--- config.mk ---
export PLATFORM = sky130hd
export DESIGN_NAME = res_lane_serializer
export DESIGN_NICKNAME = d
export VERILOG_FILES = /design/src/rtl/res_lane_serializer.sv
export SDC_FILE = /design/constraint.sdc
export NUM_CORES = 1
export LEC_CHECK = 0
export BUFFER_PORTS_ARGS = -buffer_cell sky130_fd_sc_hd__clkbuf_2
export CORE_MARGIN = 3
export CORE_UTILIZATION = 45
export CTS_CLUSTER_DIAMETER = 80
export DETAILED_ROUTE_END_ITERATION = 8
export GPL_TIMING_DRIVEN = 0
export PLACE_DENSITY = 0.74
export SYNTH_ARGS = -nofsm -noshare
export SYNTH_HDL_FRONTEND = slang
export SYNTH_SLANG_ARGS = --single-unit
--- constraint.sdc ---
create_clock -name clk -period 15.4 [get_ports clk]
set_input_delay 3.08 -clock clk [delete_from_list [all_inputs] [get_ports clk]]
set_output_delay 3.08 -clock clk [all_outputs]
set_load 0.02 [all_outputs]
--- src/rtl/res_lane_serializer.sv ---
module res_lane_serializer #(
  parameter int RAW_W = 16
) (
  input  logic               clk,
  input  logic               rst_n,
  input  logic [RAW_W-1:0]   raw_sample,
  input  logic [RAW_W+3:0]   filt_sample,
  input  logic               filt_mode,
  input  logic [1:0]         res_sel,
  input  logic [1:0]         lane_mode,
  input  logic               sample_valid,
  output logic               lane0,
  output logic               lane1,
  output logic               frame_clk,
  output logic               bit_clk
);

  localparam int FW = RAW_W + 4;
  localparam int CW = $clog2(2 * FW);

  logic [CW-1:0]    cnt;
  logic [1:0]       act_res;
  logic [1:0]       act_mode;
  logic [RAW_W-1:0] hold_raw;
  logic [FW-1:0]    hold_filt;
  logic             hold_fm;
  logic [FW-1:0]    word;

  function automatic logic [CW-1:0] res_len(input logic [1:0] code);
    return CW'(RAW_W - 2 + 2 * int'(code));
  endfunction

  function automatic logic [FW-1:0] map_word(input logic [1:0] code, input logic fm,
                                             input logic [RAW_W-1:0] r, input logic [FW-1:0] f);
    int sh;
    sh = FW - (RAW_W - 2 + 2 * int'(code));
    return fm ? (f >> sh) : ({r, 4'b0000} >> sh);
  endfunction

  wire [CW-1:0] len  = res_len(act_res);
  wire          two  = (act_mode == 2'b00);
  wire          half = act_mode[1];
  wire [CW-1:0] flen = half ? (len << 1) : len;
  wire [CW-1:0] slen = two ? (len >> 1) : flen;

  wire frame_end  = (cnt == flen - 1'b1);
  wire sample_end = frame_end || (two && cnt == slen - 1'b1);

  wire [CW-1:0] pos = (two && cnt >= slen) ? cnt - slen : cnt;
  wire [CW-1:0] i0  = len - 1'b1 - pos;
  wire [CW-1:0] i1  = slen - 1'b1 - pos;
  wire [FW-1:0] sh0 = word >> i0;
  wire [FW-1:0] sh1 = word >> i1;

  assign lane0     = (pos < len) ? sh0[0] : 1'b0;
  assign lane1     = two ? sh1[0] : 1'b0;
  assign frame_clk = (cnt < (flen >> 1));
  assign bit_clk   = ~cnt[0];

  always_ff @(posedge clk or negedge rst_n) begin
    if (!rst_n) begin
      cnt       <= '0;
      act_res   <= 2'b01;
      act_mode  <= 2'b01;
      word      <= '0;
      hold_raw  <= '0;
      hold_filt <= '0;
      hold_fm   <= 1'b0;
    end else begin
      if (sample_valid) begin
        hold_raw  <= raw_sample;
        hold_filt <= filt_sample;
        hold_fm   <= filt_mode;
      end
      if (frame_end) begin
        cnt      <= '0;
        act_res  <= res_sel;
        act_mode <= lane_mode;
        word     <= map_word(res_sel, hold_fm, hold_raw, hold_filt);
      end else begin
        cnt <= cnt + 1'b1;
        if (sample_end) word <= map_word(act_res, hold_fm, hold_raw, hold_filt);
      end
    end
  end


  cfg_hold_chk: assert property (@(posedge clk) disable iff (!rst_n)
    (cnt != '0) |-> ($stable(act_res) && $stable(act_mode)));


  fclk_rise_chk: assert property (@(posedge clk) disable iff (!rst_n)
    $rose(frame_clk) |-> (cnt == '0));


  bclk_toggle_chk: assert property (@(posedge clk) disable iff (!rst_n)
    1'b1 |=> (bit_clk != $past(bit_clk)));


  half_tail_chk: assert property (@(posedge clk) disable iff (!rst_n)
    (half && cnt >= len) |-> !lane0);


  lane1_idle_chk: assert property (@(posedge clk) disable iff (!rst_n)
    !two |-> !lane1);


  word_load_chk: assert property (@(posedge clk) disable iff (!rst_n)
    !$stable(word) |-> $past(sample_end));

endmodule

==> results of run 1 <==
[cell usage in the layout (no fill, tap or decap), types with 5 or more instances in the layout]
cell type and instances:
a21oi_1 15, nand2_1 53, a31oi_1 9, and2_1 5, nand2b_1 11, ha_1 19, clkbuf_16 9, o221ai_1 5
o21ai_1 10, a22o_1 5, nor3_1 17, o211ai_1 6, mux2_2 45, xnor2_1 18, buf_2 11, dfrtp_1 65
xor2_1 11, nand3_1 11, mux2i_1 27, o311ai_1 5, inv_1 24, o21ai_0 21, o31ai_1 7, mux4_2 16
clkbuf_2 45, nor2_1 45, clkbuf_1 18
[layout make-up]
class / count / area (um2)
clock inverters: 2 / 10.0
fillers: 1048 / 5470
repair buffers: 46 / 233
plain buffers: 32 / 168
clock buffers: 14 / 264
inverters: 25 / 93.8
flip-flops and latches: 67 / 1680
multi-input cells: 432 / 3460
well taps: 143 / 179
[critical path, delay by kind of cell (launching register included)]
kind	cells	cell delay, ns
buf+inv	8	1.54
xor+xnor	1	0.16
fa+ha+maj	5	1.74
flops	1	0.53
compound gates	8	1.32
mux	1	0.44
simple gates	2	0.33
[metrics by stage]
| stage | worst slack, ns | util (%) | std cells | hold slack [ns] |
|---|---|---|---|---|
| floorplan | 7.17 | - | 556 | 0.442 |
| global placement | 6.48 | 50.3 | 745 | 0.475 |
| detailed placement | 6.32 | 50.3 | 745 | 0.474 |
| finish | 5.92 | 52.7 | 761 | 0.482 |
| global route | 5.45 | 52.7 | 761 | 0.505 |
| CTS | 5.92 | 52.7 | 761 | 0.483 |
[per-layer routing]
metal | GRT usage (%) | vias up
met5 | 0 | -
met4 | 8.53 | 0
met3 | 4.33 | 28
met2 | 36.7 | 143
met1 | 27.2 | 2205
li1 | - | 2167
[registers in the layout (all words and copies together) (netlist names)]
name and cells:
hold_raw 16, act_mode 2, hold_fm 1, hold_filt 20, cnt 6, act_res 2, word 20
[cells by family (layout without fill, tap and decap cells)]
family | Yosys count | count (layout) | synth area share, %
simple gates | 166 | 166 | 15.3
xor+xnor | 31 | 31 | 5.30
buf+inv | 57 | 119 | 4.84
flops | 67 | 67 | 31.1
compound gates | 123 | 123 | 16.8
fa+ha+maj | 24 | 24 | 5.69
mux | 88 | 88 | 21.0
[worst max-delay path by stage]
stage                     slack, ns  cells after the start                    from     to
final                          5.92                     25  act_res[0]$_DFFE_PN1P_  lane1
after global routing           5.45                     25  act_res[0]$_DFFE_PN1P_  lane1
after CTS                      5.92                     25  act_res[0]$_DFFE_PN1P_  lane1
after detailed placement       6.32                     25  act_res[0]$_DFFE_PN1P_  lane1
after global placement         6.48                     23  act_res[0]$_DFFE_PN1P_  lane1
after floorplan                7.17                     24  act_res[0]$_DFFE_PN1P_  lane1
==> summary.md, run 1 <==
| Metric | Value |
|---|---|
| Outcome | completed |
| Post-CTS Setup Inserts | 0 |
| Die Span Y | 116 um |
| Wl on met1 | 5.95 mm |
| Gpl congestion | 0.918 |
| Synthesis-stage register bit count | 67 |
| Highest-delay cell along the critical path | dfstp_2 |
| Largest area contributor in the netlist | dfrtp_1 |
| Number of H-tree levels | 3 |
| Placed Area | 5820 um2 |
| Hold Startpoint | cnt[0]$_DFF_PN0_ |
| CTS Buffer Depth | 2 |
| Max-Cap Viols | 0 |
| Syn Std Cell Area | approximately 5400 um2 |
| FF-to-FF End | word[8]$_DFFE_PN0P_ |
| Synth-to-Final Area Change | 12.7% |
| Total GRT Usage | 21.6% |
| Root Buffer Master | clkbuf_16 |
| PortBufs | 46 |
| Syn nets | between 600 and 700 |
| Initial core utilization | a little under half |
| Final period util | 61.6% |
| Num CTS Buffers | 9 |
| Post-synthesis cell type count | 75 |
| Finished layout cell area | 6090 um2 |
| Setup_tns | 0 ns |
| Vias in the first global route | about 4700 |
| Post-synth EDFFs | 0 |
| R2R cell count | 17 |
| R2R Path Start | act_res[0]$_DFFE_PN1P_ |
| Final wirelength | between 10 and 15 mm |
| Met3 WL | 611 um |
| Asr flop ratio synth | 100% |
| Ant. Diodes | 0 |
| Syn. warnings | 0 |
| Crit Path Class | reg2out |
| Synth top cells by count | 65 x dfrtp_1, 53 x nand2_1, 45 x mux2_2, 45 x nor2_1, 27 x mux2i_1 |
| Largest cells by area after synthesis | dfrtp_1 30%, mux2_2 9.4%, mux4_2 6.7% |
| Drt drc | 0 |
| Share of the synthesized area in the top cell type | between 30% and 40% |
| Die area | 13400 um2 |
| Most common cell in the netlist | dfrtp_1 |
| Largest net degree at the start of global routing | 68 |
| Initial DRC Count | 276 |
| CTS tree | done |
| CP max FO | 10 |
| Worst-path clk slew | 0.05 ns |
| Top layer in use | met4 |
| Number of hold buffers added after cts | 0 |
| Worst hold endpoint | cnt[0]$_DFF_PN0_ |
| RSZ-0062 raised after global routing | no |
| Drt pass-1 iters | 5 |
| Met2 wire length | 6.80 mm |
| Worst slew margin | 41.4% |
| Critical path startpoint category | register |
| Ys flop type | dfrtp_1 |
| Num ports | 48 |
| Antenna violations before repair | 0 |
| Seq/Total Area, Yosys | 31.1% |
| Final Critical Period | approximately 9.5 ns |
| Synth Instances | 556 |
| Nets | 678 |
| Total congestion overflow | 0 |
| Pins Over Slew Limit | 0 |
| FP Rows | 39 |
| Worst slew pin tran | 0.879 ns |
| Min-Delay Path Depth | 1 |
| Reg2Reg Setup Slack | 10.55 ns |
| Drt wl/cell | approximately 18 um |
| CP Data Required Time | 12.32 ns |
| Routed vias | 4543 |
| Post-CTS Resized | 0 |
| Syn avg cell area | 9.72 um2 |
| Share of post-route cells with drive strength above 1 | a little over a quarter |
| CP dominant cell by count | inv_1 |
| Clock net sink count | 67 |
| Max frequency | around 110 MHz |
| Core ar. | 11600 um2 |
| Critical path arrival | approximately 6.4 ns |
| Detailed-placement wirelength estimate | approximately 11 mm |
| Die width | 116 um |
| Final setup viols | 0 |
| Post-route ant nets | 0 |
| Hold Fails Final Rpt | 0 |
| First-pass GRT wire length | between 20 and 25 mm |
| Crit end category | output pin |
| Worst Clk Skew | 0.00406 ns |
| Max incr delay on CP | 0.53 ns |
| Hold WC Path Type | reg2reg |
| Via/cell ratio | slightly below 6 |
| Worst skew pair latency | 0.33 ns |
Power of run 1 is left out: the tool's default activity adds up to more than one toggle a clock period on the data nets, which glitch-free logic cannot reach.
==> inputs of run 2 (changes only) <==
--- a/config.mk
+++ b/config.mk
@@ -5,6 +5,7 @@
 export SDC_FILE = /design/constraint.sdc
 export NUM_CORES = 1
 export LEC_CHECK = 0
+export ABC_AREA = 1
 export BUFFER_PORTS_ARGS = -buffer_cell sky130_fd_sc_hd__clkbuf_2
 export CORE_MARGIN = 3
 export CORE_UTILIZATION = 45
==> constraint.sdc (replaced) <==
create_clock -name clk -period 8.91 [get_ports clk]
set_input_delay 1.782 -clock clk [delete_from_list [all_inputs] [get_ports clk]]
set_output_delay 1.782 -clock clk [all_outputs]
set_load 0.02 [all_outputs]
==> run 2 against run 1 <==
Critical path depth is 1 higher. Final cell count is 17% higher. Synthesized cell count is 25% higher. Sequential share of layout area is 2.8 points higher. Area after synthesis is 8.2% lower. Count of clock-buffer cells in the layout is 3 lower. Die area is 7.8% lower. Register-to-register slack worse by 5.1 ns.
==> summary.md, run 2 <==
| Metric | Value |
|---|---|
| Final wirelength | 12.6 mm |
| Max frequency | roughly 140 MHz |
| Syn nets | 760 |
| Final Critical Period | roughly 7.2 ns |
| Number of H-tree levels | 3 |
| Placed Area | 5360 um2 |
| Routed vias | between 4000 and 5000 |
| Die width | ~110 um |
| Post-CTS Setup Inserts | 0 |
| Synthesis-stage register bit count | 67 |
| Via/cell ratio | 5.37 |
| CP dominant cell by count | inv_1 |
| Top flop regs | hold_filt (20), word (20), hold_raw (16) |
| FF/Latch Area | 1680 um2 |
| Seq/Total Area, Yosys | 33.9% |
| Most common cell in the netlist | nand2_1 |
| Largest area contributor in the netlist | dfrtp_1 |
| Number of hold buffers added after cts | 0 |
| Largest net degree at the start of global routing | 68 |
| First-pass GRT wire length | 21.4 mm |
| R2R Path Start | act_res[0]$_DFFE_PN1P_ |
| Ys flop type | dfrtp_1 |
| CTS Buffer Depth | 2 |
| Syn Std Cell Area | ~5000 um2 |
| Crit Path Class | reg2out |
| Max-Cap Viols | 0 |
| DP Cell Count | 877 |
| Num CTS Buffers | 9 |
| Initial DRC Count | 310 |
| Hold WC Path Type | reg2reg |
| Pins Over Slew Limit | 0 |
| Post-route ant nets | 0 |
| Outcome | completed |
| CP Launch Point | act_res[0]$_DFFE_PN1P_ |
| RSZ-0062 raised after global routing | no |
| CP Data Required Time | 7.13 ns |
| Initial core utilization | 47.2% |
| Finished layout cell area | 5530 um2 |
| Setup_tns | 0 ns |
| Buffers and inverters on the worst path | 7 |
| Crit end category | output pin |
| Max incr delay on CP | 0.69 ns |
| Largest cells by area after synthesis | dfrtp_1 33%, nand2_1 13%, o21ai_0 7.7% |
| Gpl congestion | 0.958 |
| Drt drc | 0 |
| Share of post-route cells with drive strength above 1 | between 15 and 20% |
| Root Buffer Master | clkbuf_8 |
| Highest-delay cell along the critical path | fa_1 |
| Final setup viols | 0 |
| Synth-to-Final Area Change | 11.5% |
| Hold Fails Final Rpt | 0 |
| Final period util | 80.9% |
| Core ar. | between 10000 and 15000 um2 |
| Worst slew margin | a little over two fifths |
| Fin cells | roughly 890 |
| Syn avg cell area | 7.14 um2 |
| Post-CTS Resized | 0 |
| Drt pass-1 iters | 5 |
| Multi-input gate area | 2780 um2 |
| Clock net sink count | 67 |
| Antenna violations before repair | 0 |
| Worst skew pair latency | 0.34 ns |
| Most frequent cells in the layout | 178 x nand2_1, 94 x inv_1, 76 x o21ai_0 |
| CTS tree | done |
| Crit-path leading delay family | adder cells |
| Total GRT Usage | 20.7% |
| Drt wl/cell | approximately 14 um |
| Critical path startpoint category | register |
| Asr flop ratio synth | 100% |
| Nets | 817 |
| Syn. warnings | 0 |
| Worst Clk Skew | ~0.0056 ns |
| Die Span Y | between 100 and 150 um |
| Worst-path clk slew | 0.07 ns |
| CP max FO | 10 |
| Post-synthesis cell type count | 43 |
| Die area | 12300 um2 |
| Worst slew pin tran | 0.875 ns |
| Detailed-placement wirelength estimate | 10.1 mm |
| Hold Startpoint | word[10]$_DFFE_PN0P_ |
| PortBufs | 46 |
| Ant. Diodes | 0 |
| Num ports | between 40 and 50 |
| Most common cell after layout, fill and taps aside | nand2_1 |
| Synth top cells by count | 178 x nand2_1, 94 x inv_1, 76 x o21ai_0 |
| Total congestion overflow | 0 |
| Vias in the first global route | 4617 |
| Filler cells | 1043 |
| Critical path arrival | 5.43 ns |
| Share of the synthesized area in the top cell type | approximately a third |
| Post-synth EDFFs | 0 |
| Synth Instances | around 700 |
| FP Rows | 37 |
## run 2: cell count changes after synthesis, moves of 15 or more
cell	previous run	this run
nor2_1	45	28
nor3_1	17	2
nand3_1	11	60
mux2_2	45	18
mux4_2	16	0
nand2_1	53	178
inv_1	24	94
o21ai_0	21	76
mux2i_1	27	0
## run 2: through the flow
step                      utilization (%)  hold slack (ns)  setup slack (ns)
final                                52.6            0.500              1.70
after global routing                 52.6            0.526              1.26
after CTS                            52.6            0.495              1.67
after detailed placement             51.0            0.478              2.06
after global placement               51.0            0.482              2.17
after floorplan                         -            0.443              2.85
## run 2: final cells by class
class | count | share of cell area [%]
buffer | 26 | 2.47
clock buffer | 11 | 2.56
clock inverter | 4 | 0.475
inverter | 98 | 6.65
multi-input combinational | 504 | 50.2
sequential | 67 | 30.4
tap | 136 | 3.08
timing repair buffer | 46 | 4.21
## run 2: final timing paths
| path | to | slack (ns) | depth (start not counted) |
|---|---|---|---|
| max | lane1 | 1.70 | 26 |
| max reg2reg | word[2]$_DFFE_PN0P_ | 5.46 | 20 |
| min in group asynchronous | hold_raw[6]$_DFFE_PN0P_ | 1.59 | 1 |
| min | word[10]$_DFFE_PN0P_ | 0.50 | 2 |
| max in group asynchronous | act_mode[1]$_DFFE_PN0P_ | 6.77 | 1 |
| min reg2reg | word[10]$_DFFE_PN0P_ | 0.50 | 2 |
## run 2: routing by layer
layer | vias to the layer above | GRT usage, % | share of wire (%)
met2 | 152 | 33.5 | 46
met3 | 18 | 3.28 | 5.4
met5 | - | 0 | 0
li1 | 2396 | - | -
met4 | 0 | 5.58 | 1.4
met1 | 2220 | 28.8 | 47
## run 2: cells by family (layout without fill, tap and decap cells)
logic type               after synthesis  count (layout)  synth area share [%]
XOR/XNOR                              15              15                  2.65
flip-flops                            67              67                  33.9
multiplexers                          18              18                  4.09
AO/OA/AOI/OAI                        153             153                  17.4
buffers and inverters                124             185                  10.2
AND/OR/NAND/NOR                      297             297                  26.2
adder cells (fa/ha/maj)               21              21                  5.60
## run 2: worst min-delay path, cell delays in order, from the launching register on
cell	delay, ns
dfrtp_1	0.34
nand2_1	0.06
o221ai_1	0.06
Power of run 2 is left out for the same reason.
==> inputs of run 3 (changes only) <==
--- a/config.mk
+++ b/config.mk
@@ -12,7 +12,7 @@
 export CTS_CLUSTER_DIAMETER = 80
 export DETAILED_ROUTE_END_ITERATION = 8
 export GPL_TIMING_DRIVEN = 0
-export PLACE_DENSITY = 0.74
+export PLACE_DENSITY = 0.77
 export SYNTH_ARGS = -nofsm -noshare
 export SYNTH_HDL_FRONTEND = slang
 export SYNTH_SLANG_ARGS = --single-unit
==> constraint.sdc (replaced) <==
create_clock -name clk -period 6 [get_ports clk]
set_input_delay 1.2 -clock clk [delete_from_list [all_inputs] [get_ports clk]]
set_output_delay 1.2 -clock clk [all_outputs]
set_load 0.02 [all_outputs]
==> run 3 against run 2 <==
Count of clock-buffer cells in the layout decreased by 2. Design area increased by 2.6%. Global-route usage decreased by 0.37 points. Final cell count increased by 0.78%. Highest routed layer unchanged. Largest cell class unchanged.
==> summary.md, run 3 (synthesized netlist as in run 2, its figures left out) <==
| Metric | Value |
|---|---|
| Outcome | completed |
| Number of hold buffers added after cts | 0 |
| First-pass GRT wire length | between 20 and 25 mm |
| Most common cell after layout, fill and taps aside | nand2_1 |
| Num ports | 48 |
| Worst slew margin | 40.6% |
| Worst-path clk slew | 0.07 ns |
| Hold Fails Final Rpt | 0 |
| Crit end category | output pin |
| PortBufs | 46 |
| Worst Clk Skew | 0.00867 ns |
| Final wirelength | 12.5 mm |
| Via/cell ratio | approximately 5.3 |
| Antenna violations before repair | 0 |
| Share of post-route cells with drive strength above 1 | 18.9% |
| Pins Over Slew Limit | 0 |
| Final setup viols | 0 |
| Num CTS Buffers | 9 |
| Drt drc | 0 |
| Final period util | 96.7% |
| Initial core utilization | 47.2% |
| Clock net sink count | 67 |
| Initial DRC Count | approximately 300 |
| Number of H-tree levels | 3 |
| R2R cell count | 19 |
| CTS Buffer Depth | 2 |
| Ant. Diodes | 0 |
| Drt pass-1 iters | 5 |
| Post-layout util | 54.0% |
| CP max FO | 7 |
| Critical path startpoint category | register |
| Crit Path Class | reg2out |
| Vias in the first global route | 4469 |
| Filler cells | 1023 |
| Gpl congestion | 0.967 |
| Total GRT Usage | 20.3% |
| Die area | 12300 um2 |
| Critical path arrival | ~4.6 ns |
| Most frequent cells in the layout | 176 x nand2_1, 92 x inv_1, 72 x o21ai_0 |
| Nets | around 820 |
| Total congestion overflow | 0 |
| Die Span Y | 111 um |
| Largest net degree at the start of global routing | 68 |
| Die width | roughly 110 um |
| Min-Delay Path Depth | 1 |
| Root Buffer Master | clkbuf_8 |
| Final Critical Period | 5.80 ns |
| Post-route ant nets | 0 |
| CTS tree | done |
| Hold WC Path Type | reg2reg |
| Drt wl/cell | about 14 um |
| Max frequency | 172 MHz |
| Worst skew pair latency | 0.35 ns |
| Max-Cap Viols | 0 |
| Detailed-placement wirelength estimate | 9.74 mm |
| Core ar. | between 10000 and 15000 um2 |
| Worst slew pin tran | 0.891 ns |
| FP Rows | 37 |
| CP Data Required Time | ~4.8 ns |
| Synth-to-Final Area Change | 14.5% |
| Top flop regs | hold_filt (20), word (20), hold_raw (16) |
| Routed vias | 4771 |
run 3: repair_timing:
item,4_1_cts,5_1_grt
buffers inserted,1,7
endpoints found under the setup margin,1,1
gates resized for setup,8,17
pin swaps,0,6
run 3: layout make-up:
class	count	area [um2]	share of cell area (%)
plain buffers	25	138	2.42
well taps	136	170	3.00
inverters	98	368	6.48
repair buffers	54	295	5.20
flip-flops and latches	67	1680	29.6
clock inverters	6	67.6	1.19
multi-input cells	504	2840	49.9
clock buffers	9	124	2.18
run 3: final timing paths:
kind,startpoint,endpoint,slack (ns)
min in group asynchronous,rst_n,hold_filt[11]$_DFFE_PN0P_,0.99
setup reg to reg,act_res[0]$_DFFE_PN1P_,word[3]$_DFFE_PN0P_,2.83
hold reg to reg,hold_raw[4]$_DFFE_PN0P_,hold_raw[4]$_DFFE_PN0P_,0.50
hold / removal,hold_raw[4]$_DFFE_PN0P_,hold_raw[4]$_DFFE_PN0P_,0.50
max in group asynchronous,rst_n,act_mode[1]$_DFFE_PN0P_,4.42
setup / recovery,act_res[0]$_DFFE_PN1P_,lane1,0.20
run 3: stage by stage:
step	instance area, um2	TNS (ns)	hold WS (ns)	setup WS, ns	std cells
after floorplan	4960	0	0.443	0.521	695
after global placement	5360	-0.155	0.479	-0.155	877
after detailed placement	5360	-0.162	0.480	-0.162	877
after CTS	5570	0	0.506	0.0177	892
after global routing	5680	-0.0695	0.518	-0.0695	899
final	5680	0	0.504	0.198	899
run 3: per-layer routing:
metal / GRT usage (%) / vias to the layer above / wire length [um]
li1: - / 2410 / -
met1: 28.3 / 2196 / 5740
met2: 33.5 / 145 / 5860
met3: 2.40 / 20 / 677
met4: 5.67 / 0 / 194
met5: 0 / - / 0
run 3: critical path: stages (launching register included):
cell	delay, ns
dfstp_2	0.54
inv_2	0.07
ha_2	0.24
inv_2	0.13
nand2_2	0.09
nand2_1	0.11
inv_1	0.10
nor2_2	0.12
inv_1	0.08
ha_1	0.32
nand2_1	0.06
inv_1	0.06
nand2_2	0.06
nand2_4	0.12
nand2_8	0.09
nand2_4	0.08
nand2_4	0.08
ha_2	0.20
fa_2	0.63
inv_2	0.08
a21oi_1	0.14
a22oi_1	0.11
o21ai_1	0.19
a21oi_1	0.07
o21bai_1	0.19
nand2_1	0.07
nor2_1	0.08
buf_4	0.14
Power of run 3 is left out for the same reason.
